===== config.mk =====
export PLATFORM = sky130hd
export DESIGN_NAME = predResultSeq
export DESIGN_NICKNAME = d
export VERILOG_FILES = /design/src/rtl/predResultPkg.sv /design/src/rtl/predResultCtrl.sv /design/src/rtl/predResultData.sv /design/src/rtl/predResultSeq.sv
export SDC_FILE = /design/constraint.sdc
export NUM_CORES = 1
export LEC_CHECK = 0
export ABC_AREA = 1
export BUFFER_PORTS_ARGS = -buffer_cell sky130_fd_sc_hd__buf_4
export CAP_MARGIN = 10
export CORE_UTILIZATION = 33
export DETAILED_ROUTE_END_ITERATION = 12
export GPL_TIMING_DRIVEN = 0
export PLACE_DENSITY = 0.57
export SLEW_MARGIN = 20
export SYNTH_ARGS = -nofsm -noshare
export SYNTH_HDL_FRONTEND = slang
export SYNTH_SLANG_ARGS = --single-unit

===== constraint.sdc =====
create_clock -name clk -period 2.2 [get_ports clk]
set_clock_uncertainty 0.05 [all_clocks]
set_input_delay 0.44 -clock clk [delete_from_list [all_inputs] [get_ports clk]]
set_output_delay 0.44 -clock clk [all_outputs]
set_load 0.1 [all_outputs]

===== src/rtl/predResultPkg.sv =====
package predResultPkg;

  // Bit positions inside the 4-bit condition field.
  localparam int unsigned CF_SO = 0;
  localparam int unsigned CF_EQ = 1;
  localparam int unsigned CF_GT = 2;
  localparam int unsigned CF_LT = 3;

  // Mode settings latched at start and held for the whole sequence.
  typedef struct packed {
    logic       rcEn;
    logic       cmpOnly;
    logic       zeroFill;
    logic       expectBit;
    logic [1:0] crSel;
  } modeCfgT;

  // Per-cycle strobes from control to datapath.
  typedef struct packed {
    logic step;    // an element is processed this cycle
    logic last;    // it is the final element
    logic active;  // predicate enables it
  } ctrlStrobeT;

endpackage


===== src/rtl/predResultCtrl.sv =====
module predResultCtrl
  import predResultPkg::*;
#(
  parameter int MAX_VL = 8,
  localparam int VLW = $clog2(MAX_VL + 1),
  localparam int IW  = (MAX_VL > 1) ? $clog2(MAX_VL) : 1
) (
  input  logic              clk,
  input  logic              rstN,
  input  logic              start,
  input  logic [VLW-1:0]    vlIn,
  input  logic              predValid,
  input  logic [MAX_VL-1:0] predMask,
  input  modeCfgT           cfgIn,
  output modeCfgT           cfgQ,
  output ctrlStrobeT        strobe,
  output logic [IW-1:0]     idxQ,
  output logic              busyQ,
  output logic              doneQ
);

  logic [VLW-1:0]    vlQ;
  logic [MAX_VL-1:0] maskQ;
  logic [VLW-1:0]    vlEff;
  logic [MAX_VL-1:0] maskEff;
  logic              isLast;

  always_comb begin
    if (vlIn > VLW'(MAX_VL)) vlEff = VLW'(MAX_VL);
    else                     vlEff = vlIn;
    maskEff = predValid ? predMask : {MAX_VL{1'b1}};
  end

  assign isLast = busyQ && (VLW'(idxQ) == vlQ - VLW'(1));

  always_ff @(posedge clk) begin
    if (!rstN) begin
      busyQ <= 1'b0;
      doneQ <= 1'b0;
      idxQ  <= '0;
      vlQ   <= '0;
      maskQ <= '0;
      cfgQ  <= '0;
    end else if (busyQ) begin
      doneQ <= isLast;
      if (isLast) busyQ <= 1'b0;
      else        idxQ  <= idxQ + IW'(1);
    end else if (start) begin
      vlQ   <= vlEff;
      maskQ <= maskEff;
      cfgQ  <= cfgIn;
      idxQ  <= '0;
      busyQ <= (vlEff != '0);
      doneQ <= (vlEff == '0);
    end else begin
      doneQ <= 1'b0;
    end
  end

  always_comb begin
    strobe.step   = busyQ;
    strobe.last   = isLast;
    strobe.active = busyQ && maskQ[idxQ];
  end

  assert_idx_in_range_R2: assert property (@(posedge clk) disable iff (!rstN)
    busyQ |-> (VLW'(idxQ) < vlQ));
  assert_done_when_idle_R3: assert property (@(posedge clk) disable iff (!rstN)
    doneQ |-> !busyQ);
  assert_cfg_held_R10: assert property (@(posedge clk) disable iff (!rstN)
    (busyQ && $past(busyQ)) |-> $stable(cfgQ));

endmodule


===== src/rtl/predResultData.sv =====
module predResultData
  import predResultPkg::*;
#(
  parameter int XLEN    = 16,
  parameter int MAX_VL  = 8,
  parameter int CRW     = 7,
  parameter int CR_BASE = 8,
  localparam int IW = (MAX_VL > 1) ? $clog2(MAX_VL) : 1
) (
  input  logic             clk,
  input  logic             rstN,
  input  ctrlStrobeT       strobe,
  input  modeCfgT          cfg,
  input  logic [IW-1:0]    idx,
  input  logic [XLEN-1:0]  resData,
  output logic             regWe,
  output logic [IW-1:0]    regIdx,
  output logic [XLEN-1:0]  regData,
  output logic             crWe,
  output logic [CRW-1:0]   crIdx,
  output logic [3:0]       crData
);

  logic [3:0] condField;
  logic       testBit;
  logic       passTest;
  logic       commitRes;
  logic       fillZero;
  logic       recordCf;

  // Condition field of the current element.
  always_comb begin
    condField        = '0;
    condField[CF_EQ] = (resData == '0);
    condField[CF_LT] = resData[XLEN-1];
    condField[CF_GT] = !resData[XLEN-1] && (resData != '0);
    condField[CF_SO] = 1'b0;
  end

  always_comb begin
    testBit   = condField[cfg.crSel];
    passTest  = (testBit == cfg.expectBit);
    commitRes = strobe.step && strobe.active && passTest && !cfg.cmpOnly;
    fillZero  = strobe.step && cfg.zeroFill && !cfg.cmpOnly &&
                (!strobe.active || !passTest);
    recordCf  = strobe.step && strobe.active && (cfg.rcEn || cfg.cmpOnly);
  end

  always_ff @(posedge clk) begin
    if (!rstN) begin
      regWe   <= 1'b0;
      regIdx  <= '0;
      regData <= '0;
      crWe    <= 1'b0;
      crIdx   <= '0;
      crData  <= '0;
    end else begin
      regWe <= commitRes || fillZero;
      crWe  <= recordCf;
      if (strobe.step) begin
        regIdx  <= idx;
        regData <= commitRes ? resData : '0;
        crIdx   <= CRW'(CR_BASE) + CRW'(idx);
        crData  <= condField;
      end
    end
  end

  assert_cmp_only_no_reg_R8: assert property (@(posedge clk) disable iff (!rstN)
    regWe |-> !$past(cfg.cmpOnly));
  assert_masked_no_cr_R4: assert property (@(posedge clk) disable iff (!rstN)
    crWe |-> $past(strobe.active));
  assert_fill_is_zero_R9: assert property (@(posedge clk) disable iff (!rstN)
    (regWe && !$past(strobe.active)) |-> (regData == '0));
  assert_cr_slot_R6: assert property (@(posedge clk) disable iff (!rstN)
    crWe |-> (crIdx == CRW'(CR_BASE) + CRW'($past(idx))));
  assert_flags_exclusive_R5: assert property (@(posedge clk) disable iff (!rstN)
    crWe |-> ($countones(crData[3:1]) == 1));

endmodule


===== src/rtl/predResultSeq.sv =====
module predResultSeq
  import predResultPkg::*;
#(
  parameter int XLEN    = 16,
  parameter int MAX_VL  = 8,
  parameter int CRW     = 7,
  parameter int CR_BASE = 8,
  localparam int VLW = $clog2(MAX_VL + 1),
  localparam int IW  = (MAX_VL > 1) ? $clog2(MAX_VL) : 1
) (
  input  logic              clk,
  input  logic              rstN,
  input  logic              start,
  input  logic [VLW-1:0]    vlIn,
  input  logic              predValid,
  input  logic [MAX_VL-1:0] predMask,
  input  logic              rcEn,
  input  logic              cmpOnly,
  input  logic [1:0]        crSel,
  input  logic              expectBit,
  input  logic              zeroFill,
  input  logic [XLEN-1:0]   resData,
  output logic              elemValid,
  output logic [IW-1:0]     elemIdx,
  output logic              regWe,
  output logic [IW-1:0]     regIdx,
  output logic [XLEN-1:0]   regData,
  output logic              crWe,
  output logic [CRW-1:0]    crIdx,
  output logic [3:0]        crData,
  output logic              done
);

  modeCfgT    cfgIn;
  modeCfgT    cfgQ;
  ctrlStrobeT strobe;
  logic [IW-1:0] idxQ;
  logic          busyQ;
  logic          doneQ;

  always_comb begin
    cfgIn.rcEn      = rcEn;
    cfgIn.cmpOnly   = cmpOnly;
    cfgIn.zeroFill  = zeroFill;
    cfgIn.expectBit = expectBit;
    cfgIn.crSel     = crSel;
  end

  predResultCtrl #(.MAX_VL(MAX_VL)) uCtrl (
    .clk(clk), .rstN(rstN), .start(start), .vlIn(vlIn),
    .predValid(predValid), .predMask(predMask), .cfgIn(cfgIn),
    .cfgQ(cfgQ), .strobe(strobe), .idxQ(idxQ), .busyQ(busyQ), .doneQ(doneQ)
  );

  predResultData #(.XLEN(XLEN), .MAX_VL(MAX_VL), .CRW(CRW), .CR_BASE(CR_BASE)) uData (
    .clk(clk), .rstN(rstN), .strobe(strobe), .cfg(cfgQ), .idx(idxQ),
    .resData(resData), .regWe(regWe), .regIdx(regIdx), .regData(regData),
    .crWe(crWe), .crIdx(crIdx), .crData(crData)
  );

  assign elemValid = busyQ;
  assign elemIdx   = idxQ;
  assign done      = doneQ;

endmodule


# After elaboration in Yosys (flattened, before gate mapping)
# Index checks and enable logic that the tools add are counted.
# totals
ff_bits	54
output_inout_bits	37
inputBits	38
elab_cells	65
# classes
n_addsub	3
eq_ne	3
n_reduce_logical	24
order_cmp	3
bitwise	1
n_mux	15
# ops
op	n
zero test 16 bit	1
2-to-1 mux 16 bit	1
nonzero test 16 bit	1
logical AND 1 bit	10
2-to-1 mux 3 bit	3
2-to-1 mux 8 bit	1
2-to-1 mux 1 bit	7
adder 4 x 3 -> 5 bit (first input constant)	1
== test 3 x 4 -> 1 bit	1
> comparator 4 bit (second input constant)	1
zero test 1 bit	4
zero test 4 bit	1
< comparator 3 x 4 -> 1 bit (second input constant)	1
2-to-1 mux 4 bit	1
AND reduction 2 bit	2
nonzero test 4 bit	1
subtractor 4 x 1 -> 4 bit (second input constant)	1
adder 3 x 1 -> 3 bit (second input constant)	1
binary-select mux 1 bit (select 3 bit)	1
logical OR 1 bit	3
< comparator 2 x 3 -> 1 bit (second input constant)	1
binary-select mux 1 bit (select 2 bit)	1
inequality test 2 bit (second input constant)	1
nonzero test 2 bit	1
other kinds (2)	2

# Longest topological paths before layout
# Gate-level depths: netlist of the first run.
# depth
word_depth	9
mapped_depth	12
depth_no_buf	11

# Cells and area by module
# A second synthesis of the first run with hierarchy kept.
# hier_totals
cells_unflattened	296
hier_area_um2	2182.1
# by_module_without_submodules
mod	cells_each	n_inst	area_per_inst_um2	seq_area_each_um2
predResultData	144	1	1104.8	500.5
predResultCtrl	152	1	1077.3	460.4

# Least setup slack after synthesis of the first run
# Ideal clock, no wire load.
# synth_timing
kind	reg2reg
start	reg uCtrl.idxQ[0]
end	reg uData.regWe
required_ns	2.036
setup_time_ns	0.114
stages_incl_launch_ff	11
t_arrival_ns	2.130
n_path_buf	1
period_less_slack_ns	2.294
slack_ns	-0.094
path_cell_list	dfxtp_1 inv_1 nand2_1 nand3_1 nand4_1 nand2_1 nand2_1 nor2_4 buf_6 a21oi_1 nor2_1
# synth_between
elab_chain_len	7
elab_cells_between_ends	10
classes_between	mux (2); reduce/logical (8)
# synth_lines
item	line_no	source
start: declaration	predResultCtrl.sv:17	output logic [IW-1:0] idxQ,
start signal: assignment	predResultCtrl.sv:47	else idxQ <= idxQ + IW'(1);
binary-select mux 1 bit (select 3 bit) *	predResultCtrl.sv:63	strobe.active = busyQ && maskQ[idxQ];
2-to-1 mux 1 bit (not written as such) *	predResultCtrl.sv:63	
logical AND 1 bit *	predResultCtrl.sv:63	
logical AND 1 bit / zero test 1 bit (equally long branches)	predResultData.sv:43, predResultData.sv:45	
logical AND 1 bit / logical OR 1 bit (equally long branches)	predResultData.sv:43, predResultData.sv:45	
logical AND 1 bit (on tied branches)	predResultData.sv:43, predResultData.sv:44	
logical OR 1 bit *	predResultData.sv:58	regWe <= commitRes || fillZero;
end signal: assignment	predResultData.sv:58	
end: declaration	predResultData.sv:16	output logic regWe,
# Every way passes the cells marked *; elsewhere a longest branch is shown, timed or not. The select of a mux whose other input is x is not followed.
# A chain may end at the register's enable or synchronous reset.

# Worst setup path in the final report of the first run
# layout_timing
start	reg uCtrl.vlQ[0]
end	reg uCtrl.idxQ[0]
# layout_between
elab_chain_len	5
# layout_lines
item	line_no	source
start: declaration	predResultCtrl.sv:22	logic [VLW-1:0] vlQ;
start signal: assignment	predResultCtrl.sv:49	vlQ <= vlEff;
subtractor 4 x 1 -> 4 bit	predResultCtrl.sv:34	assign isLast = busyQ && (VLW'(idxQ) == vlQ - VLW'(1));
== test 3 x 4 -> 1 bit	predResultCtrl.sv:34	
logical AND 1 bit	predResultCtrl.sv:34	
inequality test 2 bit (no line)	--	
AND reduction 2 bit (no line)	--	
# Every way passes these cells.

==> results of run 1 <==
cells in the final DEF (no fill, tap or decap), types with 3 or more instances in the layout:
cell type / netlist / routed
a211oi_1: 3 / 3
a21oi_1: 29 / 29
a22oi_1: 3 / 3
buf_4: 8 / 78
clkbuf_1: 7 / 8
clkbuf_8: 0 / 5
conb_1: 1 / 4
dfxtp_1: 48 / 46
inv_1: 14 / 14
nand2_1: 42 / 42
nand2_2: 3 / 3
nand3_1: 23 / 23
nor2_1: 36 / 36
nor3_1: 10 / 10
o21ai_0: 20 / 20
worst max-delay path: cells and delay by family (launching register included):
family / cells / cell delay, ns
fa+ha+maj: 1 / 0.31
simple gates: 6 / 0.64
compound gates: 1 / 0.23
flops: 1 / 0.38
buf+inv: 3 / 0.25
power groups by stage:
stage          registers (W)  logic (W)  clock network, W
2_1_floorplan        0.00113   0.000222                 0
5_1_grt             0.000959   0.000574          0.000690
3_5_place_dp        0.000971   0.000540                 0
3_3_place_gp        0.000972   0.000537                 0
4_1_cts             0.000952   0.000541          0.000647
6_report            0.000952   0.000537          0.000636
worst min-delay path by stage:
stage,start,to,slack (ns),depth (start not counted)
final,predMask[7],uCtrl.maskQ[7],0.31,3
after global routing,predMask[3],uCtrl.maskQ[3],0.31,3
after CTS,predMask[7],uCtrl.maskQ[7],0.31,3
after detailed placement,uData.regData[1],uData.regData[1],0.41,2
after global placement,uData.regData[6],uData.regData[6],0.40,2
after floorplan,uCtrl.cfgQ[5],uCtrl.cfgQ[5],0.40,2
metal layers:
layer  share of wire  routed length [µm]  GRT usage
met1            0.49                2650      0.233
met4          0.0053                  29     0.0500
met3           0.043                 231     0.0352
met2            0.46                2510      0.278
met5               0                   0          0
per-stage QoR:
step                      total power (W)   util
after global routing              0.00222  0.467
after CTS                         0.00214  0.467
after detailed placement          0.00151  0.449
after global placement            0.00151  0.449
after floorplan                   0.00136      -
final                             0.00213  0.467
cell type report:
class	count	area, µm²
Clock inverter	2	35.0
Clock buffer	6	72.6
Sequential cell	48	963
Multi-Input combinational cell	188	913
Fill cell	639	3180
Inverter	17	65.1
Tap cell	75	93.8
Buffer	19	110
Timing Repair Buffer	70	526
sequential cells by signal (all words and copies together), names as in the netlist:
| register | cells |
|---|---|
| uData.regData | 16 |
| uCtrl.maskQ | 8 |
| uCtrl.cfgQ | 6 |
| uCtrl.vlQ | 4 |
| uCtrl.idxQ | 3 |
| uData.crData | 3 |
| uData.crIdx | 2 |
| uData.regIdx | 2 |
| uCtrl.busyQ | 1 |
| uCtrl.doneQ | 1 |
| uData.crWe | 1 |
| uData.regWe | 1 |
logic make-up after synthesis:
kind of cell	Yosys count
adders and majority gates	2
DFF	48
other	1
AOI/OAI and AO/OA	57
xor gates and xnor gates	3
buffers and inverters	36
and+or+nand+nor	122
==> results.cfg, run 1 <==
[outcome]
status = finished, final reports clean

[placement]
place_ws_ns = 0.238
post-dp-hpwl_mm = 4.00
post-place-cells = 417
routabilityCongestion = 0.737
dpl-instance-area_um2 = 2670
portBuffers = 70

[synth]
seq_area_frac_synth = 0.471
avgSynthCellArea_um2 = 7.58
synth-simple-area-share = 0.265
yosysMostFrequentCell = dfxtp_1
netlist_instances = 269
yosysWarnings = 0
synth_mux_area_frac = 0
syn-cell-area_um2 = 2040
synthXorXnorAreaFrac = 0.0129
synth_top_family_by_area = simple AND/OR/NAND/NOR gates
yosysTopAreaCell = dfxtp_1
synth_fa_ha_area_frac = 0.0123
async_flop_share = 0
synth.distinct_cells = 31
ys_ff_latch = 48
synth_top_area_frac = 0.471
synth.area.top_cells = dfxtp_1 (47%), nand2_1 (7.7%), a21oi_1 (7.1%)
synth_compound_area_frac = 0.150
synth_edf_count = 0
yosys-top-cells-count = dfxtp_1 (48), nand2_1 (42), nor2_1 (36)
synth_ff_type = dfxtp_1

[timing]
maxSlewHeadroom = 0.627
layout_min_cycle_time_ns = 1.92
layout_setup_ws_ns = 0.280
worst_pin_slew_ns = 0.559
rsz0062_at_grt = no
fin_setup_tns_ns = 0
hold_slack_ns = 0.308
slew_violations = 0
final-hold-violation-count = 0
fmax_mhz = 521
setup_viol = 0
fin_crit_sh = 0.873

[critical_path]
rr_worst_depth = 11
cp_max_fo = 5
r2r-end = uCtrl.idxQ[0]
r2r-start = uCtrl.vlQ[0]
r2r_slack_ns = 0.28
cpPeakStageDelay_ns = 0.38
cp.arrival_ns = 2.11
cp_cell_sequence = inv_1, ha_1, nand2_1, inv_1, a211oi_1, nand4_1, nand2_1, inv_1, nor2_1, nor2_1, nor2_1
worstPathRequired_ns = 2.39
setup.worst_path.start_class = flip-flop
crit_end = uCtrl.idxQ[0]
crit_type = reg2reg
startpoint = uCtrl.vlQ[0]
worst_path_max_delay_cell = dfxtp_1
endpoint_kind = flip-flop

[pwr]
switching_power_w = 0.000722
clkPwrFrac = 0.299
power.internal_w = 0.00140
irDropWorstVdd_mv = 0.378
cellPowerDensity_nw_per_um2 = 765
leakagePower_nw = 1.21
sw_frac_of_total = 0.340
power_frac_comb = 0.253
seq_power_share = 0.448

[clock_network]
cts_buffers = 5
cts_resized = 0
ctsRootBufferMaster = clkbuf_8
cts_tree = built
clock_path_buffers = 2
h-tree-depth = 2
clkTransAtPathRegs_ns = 0.09
numClockSinks = 48
clk_latency_ns = 0.30
cts_setup_buffers = 0
hold_buffers = 0

[route]
drc = 0
viasPerCell = 4.65
wirelength_mm = 5.43
drtIter0Drc = 143
wl_per_cell_um = 12.8
ant_nets = 0
drtPass1Iterations = 4
vias = 1978

[grt]
grtUsageTotal = 0.173
overflow = 0
grt_pass1_vias = 1784
grt_first_pass_wirelength_mm = 8.58
grt_max_degree = 15
antenna_found_initial = 0

[cells_and_area]
antennaDiodeCount = 0
drive_above_1_share = 0.283
fin_cells = 425
syn_to_final_growth_pct = 36.3
nNetsFinal = 389
final_area_um2 = 2780

[run]
drv_cap = 0

[die]
io_pins = 75
die_h_um = 80.6
placementRows = 28
die_w_um = 80.6
start_util = 0.342
die_area_um2 = 6490
coreArea_um2 = 5960

[worst_hold_path]
hold_class = in2reg
(Power assumes the default switching activity.)
==> inputs of run 2 (changes only) <==
- CORE_UTILIZATION: 33 -> 45
- PLACE_DENSITY: 0.57 -> 0.74
- SLEW_MARGIN: 20 -> 10
==> run 2 against run 1 <==
Against the previous run: first-iteration DRC count increased by 16%; critical path depth is the same; register-to-register slack about the same; clock power about the same; clock-buffer cell count is 1 lower; sequential share of layout area rose by 0.32 points; power shrank 0.22%; maximum frequency grew 0.33%; cell area fell by 0.90%; sequential cell count stayed put; non-clock buffer count stayed put; largest cell class unchanged; largest power group unchanged.
==> results.cfg, run 2 (same netlist as run 1, synthesis figures left out) <==
[route]
highest-signal-layer = met4
drtIter0Drc = 166
wl_per_cell_um = 12.6
wl_met3_um = 198
m1WireLength_mm = 2.34
drc = 0
vias = 1998
viasPerCell = 4.97
drtPass1Iterations = 4
wirelength_mm = 5.09
ant_nets = 0
met2WireLength_mm = 2.51

[critical_path]
endpoint_kind = flip-flop
setup.worst_path.start_class = flip-flop
r2r_slack_ns = 0.29
cp.arrival_ns = 2.10
cp_max_fo = 5
worstPathRequired_ns = 2.39
r2r-end = uCtrl.idxQ[0]
r2r-start = uCtrl.vlQ[0]
worst_path_max_delay_cell = dfxtp_1
crit_type = reg2reg
cp_cell_sequence = inv_1, ha_1, nand2_1, inv_1, a211oi_1, nand4_1, nand2_1, inv_1, nor2_1, nor2_1, nor2_1
cpPeakStageDelay_ns = 0.38
rr_worst_depth = 11

[worst_hold_path]
hold_class = in2reg
min_from = predMask[1]
min_path_cells = 3
min_to = uCtrl.maskQ[1]

[pwr]
switching_power_w = 0.000719
sw_frac_of_total = 0.339
seq_power_share = 0.450
leakagePower_nw = 1.21
power.internal_w = 0.00140
irDropWorstVdd_mv = 0.502
power_frac_comb = 0.251
cellPowerDensity_nw_per_um2 = 770
clkPwrFrac = 0.299

[die]
die_h_um = 69.3
io_pins = 75
placementRows = 24
die_w_um = 69.3
start_util = 0.468
coreArea_um2 = 4350
die_area_um2 = 4800

[timing]
maxSlewHeadroom = 0.659
fmax_mhz = 523
layout_min_cycle_time_ns = 1.91
rsz0062_at_grt = no
hold_slack_ns = 0.314
worst_pin_slew_ns = 0.512
fin_setup_tns_ns = 0
fin_crit_sh = 0.870
setup_viol = 0
final-hold-violation-count = 0
slew_violations = 0

[clock_network]
clkTransAtPathRegs_ns = 0.09
h-tree-depth = 2
cts_buffers = 5
cts_resized = 0
ctsRootBufferMaster = clkbuf_8
cts_tree = built
hold_buffers = 0
clk_latency_ns = 0.31
clock_path_buffers = 2
numClockSinks = 48
cts_setup_buffers = 0

[placement]
post-dp-hpwl_mm = 3.76
portBuffers = 70
dpl-instance-area_um2 = 2640
routabilityCongestion = 0.830

[run]
drv_cap = 0

[grt]
grt_first_pass_wirelength_mm = 8.35
antenna_found_initial = 0
grt_max_degree = 16
overflow = 0
grtUsageTotal = 0.218
grt_pass1_vias = 1829

[cells_and_area]
final_cell_mix = buf_4 (78), dfxtp_1 (46), nand2_1 (42)
top_register = uData.regData
syn_to_final_growth_pct = 35.1
final_area_um2 = 2750
nNetsFinal = 389
final_common_cell = buf_4
largest_reg_flops = 16
antennaDiodeCount = 0
drive_above_1_share = 0.286
utilization = 0.632
top_regs = uData.regData: 16 flops, uCtrl.maskQ: 8 flops, uCtrl.cfgQ: 6 flops

[outcome]
status = finished, final reports clean
## run 2: power groups by stage
| stage | logic [W] | registers (W) | clock network (W) |
|---|---|---|---|
| 2_1_floorplan | 0.000222 | 0.00113 | 0 |
| 3_3_place_gp | 0.000529 | 0.000972 | 0 |
| 3_5_place_dp | 0.000533 | 0.000973 | 0 |
| 4_1_cts | 0.000534 | 0.000953 | 0.000643 |
| 5_1_grt | 0.000568 | 0.000960 | 0.000688 |
| 6_report | 0.000533 | 0.000953 | 0.000634 |
## run 2: cell type report
type                       instances  area (µm²)
tap                               52        65.1
sequential                        48         963
inverter                          17        65.1
buffer                            19         110
clock buffer                       5        68.8
fill                             423        1600
clock inverter                     3        42.5
timing repair buffer              70         526
multi-input combinational        188         913
## run 2: worst max path at each step
stage / start / end / slack (ns) / cells after the start
global route: uCtrl.vlQ[0] / uCtrl.idxQ[0] / 0.13 / 10
global placement: resData[15] / uData.regData[14] / 0.27 / 13
CTS: uCtrl.vlQ[0] / uCtrl.idxQ[0] / 0.29 / 11
detailed placement: resData[8] / uData.regData[14] / 0.29 / 13
floorplan: uCtrl.busyQ / uCtrl.idxQ[1] / 0.09 / 6
finish: uCtrl.vlQ[0] / uCtrl.idxQ[0] / 0.29 / 11
## run 2: layer usage
metal  track usage  vias to the layer above
met2         0.354                       40
met3        0.0625                        5
li1              -                     1040
met4        0.0476                        0
met5             0                        -
met1         0.287                      913
## run 2: per-stage QoR
| stage | setup WS, ns | instances | total power [W] |
|---|---|---|---|
| after floorplan | 0.0921 | 272 | 0.00136 |
| after global placement | 0.265 | 394 | 0.00150 |
| after detailed placement | 0.286 | 394 | 0.00151 |
| after CTS | 0.285 | 402 | 0.00213 |
| after global routing | 0.133 | 402 | 0.00222 |
| final | 0.287 | 402 | 0.00212 |
## run 2: worst max-delay path: cells and delay by family, from the launching register on
kind,cells,cell delay (ns)
buffers and inverters,3,0.25
AO/OA/AOI/OAI,1,0.23
flip-flops,1,0.38
adder cells (fa/ha/maj),1,0.31
AND/OR/NAND/NOR,6,0.64
==> inputs of run 3 (changes only) <==
- PLACE_DENSITY: 0.74 -> 0.73
- SYNTH_HIERARCHICAL: unset -> 1
==> run 3 against run 2 <==
Against the previous run: maximum frequency decreased by 4.7%; combinational power decreased by 4.3%; hold slack got worse by 0.0014 ns; sequential cell count unchanged; highest routed layer unchanged.
==> results.cfg, run 3 <==
[timing]
final-hold-violation-count = 0
fin_crit_sh = 0.913
fmax_mhz = 498
rsz0062_at_grt = no
setup_viol = 0
layout_min_cycle_time_ns = 2.01
fin_setup_tns_ns = 0
slew_violations = 0

[pwr]
irDropWorstVdd_mv = 0.400
power_w = 0.00214
cellPowerDensity_nw_per_um2 = 737
leakagePower_nw = 1.28

[critical_path]
rr_worst_depth = 11
cp.buffers_inverters = 1
cp.arrival_ns = 2.18
r2r_slack_ns = 0.19
worst_path_max_delay_cell = dfxtp_2
cp_cell_sequence = nor2_1, nor2_1, o21ai_1, o21ai_1, o21ai_1, a31oi_1, nand2_1, nor2_4, buf_2, nand4_1, a21oi_1
cp_max_fo = 10
cpPeakStageDelay_ns = 0.44
worstPathRequired_ns = 2.38
crit_top_cell = o21ai_1
endpoint_kind = flip-flop
setup.worst_path.start_class = flip-flop
crit_family = simple AND/OR/NAND/NOR gates
crit_type = reg2reg
r2r-end = uData/regData[6]
r2r-start = uCtrl/idxQ[0]

[cells_and_area]
final_cell_mix = buf_4 (78), nand2_1 (56), dfxtp_1 (45)
syn_to_final_growth_pct = 33.9
top_register = uData/regData
largest_reg_flops = 16
nNetsFinal = 414
drive_above_1_share = 0.299
nFillCells = 421
antennaDiodeCount = 0
final_common_cell = buf_4
top_regs = uData/regData: 16 flops, uCtrl/maskQ: 8 flops, uCtrl/cfgQ: 6 flops

[route]
vias = 2169
viasPerCell = 5.08
drtIter0Drc = 109
drtPass1Iterations = 4
ant_nets = 0
drc = 0
wl_per_cell_um = 12.6
wirelength_mm = 5.39

[die]
start_util = 0.482
io_pins = 75
coreArea_um2 = 4500
placementRows = 24
die_w_um = 71.5
die_h_um = 71.5
die_area_um2 = 5110

[synth]
netlist_instances = 294
syn-cell-area_um2 = 2170
avgSynthCellArea_um2 = 7.38
yosysWarnings = 6

[clock_network]
cts_resized = 0
cts_buffers = 5
clk_latency_ns = 0.30
clkTransAtPathRegs_ns = 0.09
h-tree-depth = 2
clock_path_buffers = 2
hold_buffers = 0
ctsRootBufferMaster = clkbuf_8
cts_setup_buffers = 0
cts_tree = built
numClockSinks = 48

[run]
drv_cap = 0

[placement]
portBuffers = 70
post-dp-hpwl_mm = 3.98
routabilityCongestion = 0.873

[grt]
grtUsageTotal = 0.214
grt_max_degree = 16
overflow = 0
grt_first_pass_wirelength_mm = 8.54
antenna_found_initial = 0
grt_pass1_vias = 1904

[worst_hold_path]
min_path_cells = 3
hold_class = in2reg
min_to = uCtrl/cfgQ[0]
min_from = crSel[0]

[outcome]
status = finished, final reports clean
## run 3: layout make-up
class	count	area [µm²]	area share
multi-input cells	211	1030	0.355
plain buffers	19	121	0.0417
clock buffers	7	96.3	0.0331
flip-flops and latches	48	965	0.332
well taps	52	65.1	0.0224
repair buffers	70	526	0.181
inverters	19	71.3	0.0245
clock inverters	1	30.0	0.0103
## run 3: worst max-delay path by stage
stage / from / end / slack [ns] / depth (start not counted)
floorplan: uCtrl/idxQ[2] / uData/regWe / 0.07 / 7
global placement: uCtrl/idxQ[0] / uData/regData[11] / 0.18 / 11
detailed placement: uCtrl/idxQ[0] / uData/regWe / 0.17 / 11
CTS: uCtrl/idxQ[0] / uData/regWe / 0.15 / 11
global route: uCtrl/idxQ[0] / uData/regData[6] / 0.02 / 11
finish: uCtrl/idxQ[0] / uData/regData[6] / 0.19 / 11
## run 3: layer usage
layer / vias up / track usage / wire length, µm
met3: 7 / 0.0352 / 269
met2: 65 / 0.347 / 2530
li1: 1121 / - / -
met5: - / 0 / 0
met4: 0 / 0.0741 / 65
met1: 976 / 0.290 / 2520
## run 3: worst register-to-register path, delay by kind of cell, from the launching register on
| family | cells | cell delay, ns |
|---|---|---|
| AOI/OAI and AO/OA | 5 | 0.56 |
| buffers and inverters | 1 | 0.26 |
| DFF | 1 | 0.44 |
| and+or+nand+nor | 5 | 0.62 |
## run 3: per-stage QoR
step                      std cells  hold WS (ns)  area (µm²)   util  setup slack, ns
after CTS                       427         0.309        2900  0.644            0.145
final                           427         0.312        2910  0.646            0.192
after global routing            427         0.325        2910  0.646           0.0171
after detailed placement        419         0.403        2780  0.616            0.168
after global placement          419         0.398        2780  0.616            0.178
after floorplan                 297         0.387        2190      -           0.0690
## run 3: power breakdown
| group | leakage, nW | switching (W) | total [W] | internal, W |
|---|---|---|---|---|
| clock network | 0.0645 | 0.000285 | 0.000686 | 0.000401 |
| logic | 0.817 | 0.000360 | 0.000510 | 0.000150 |
| registers | 0.393 | 0.0000361 | 0.000949 | 0.000912 |
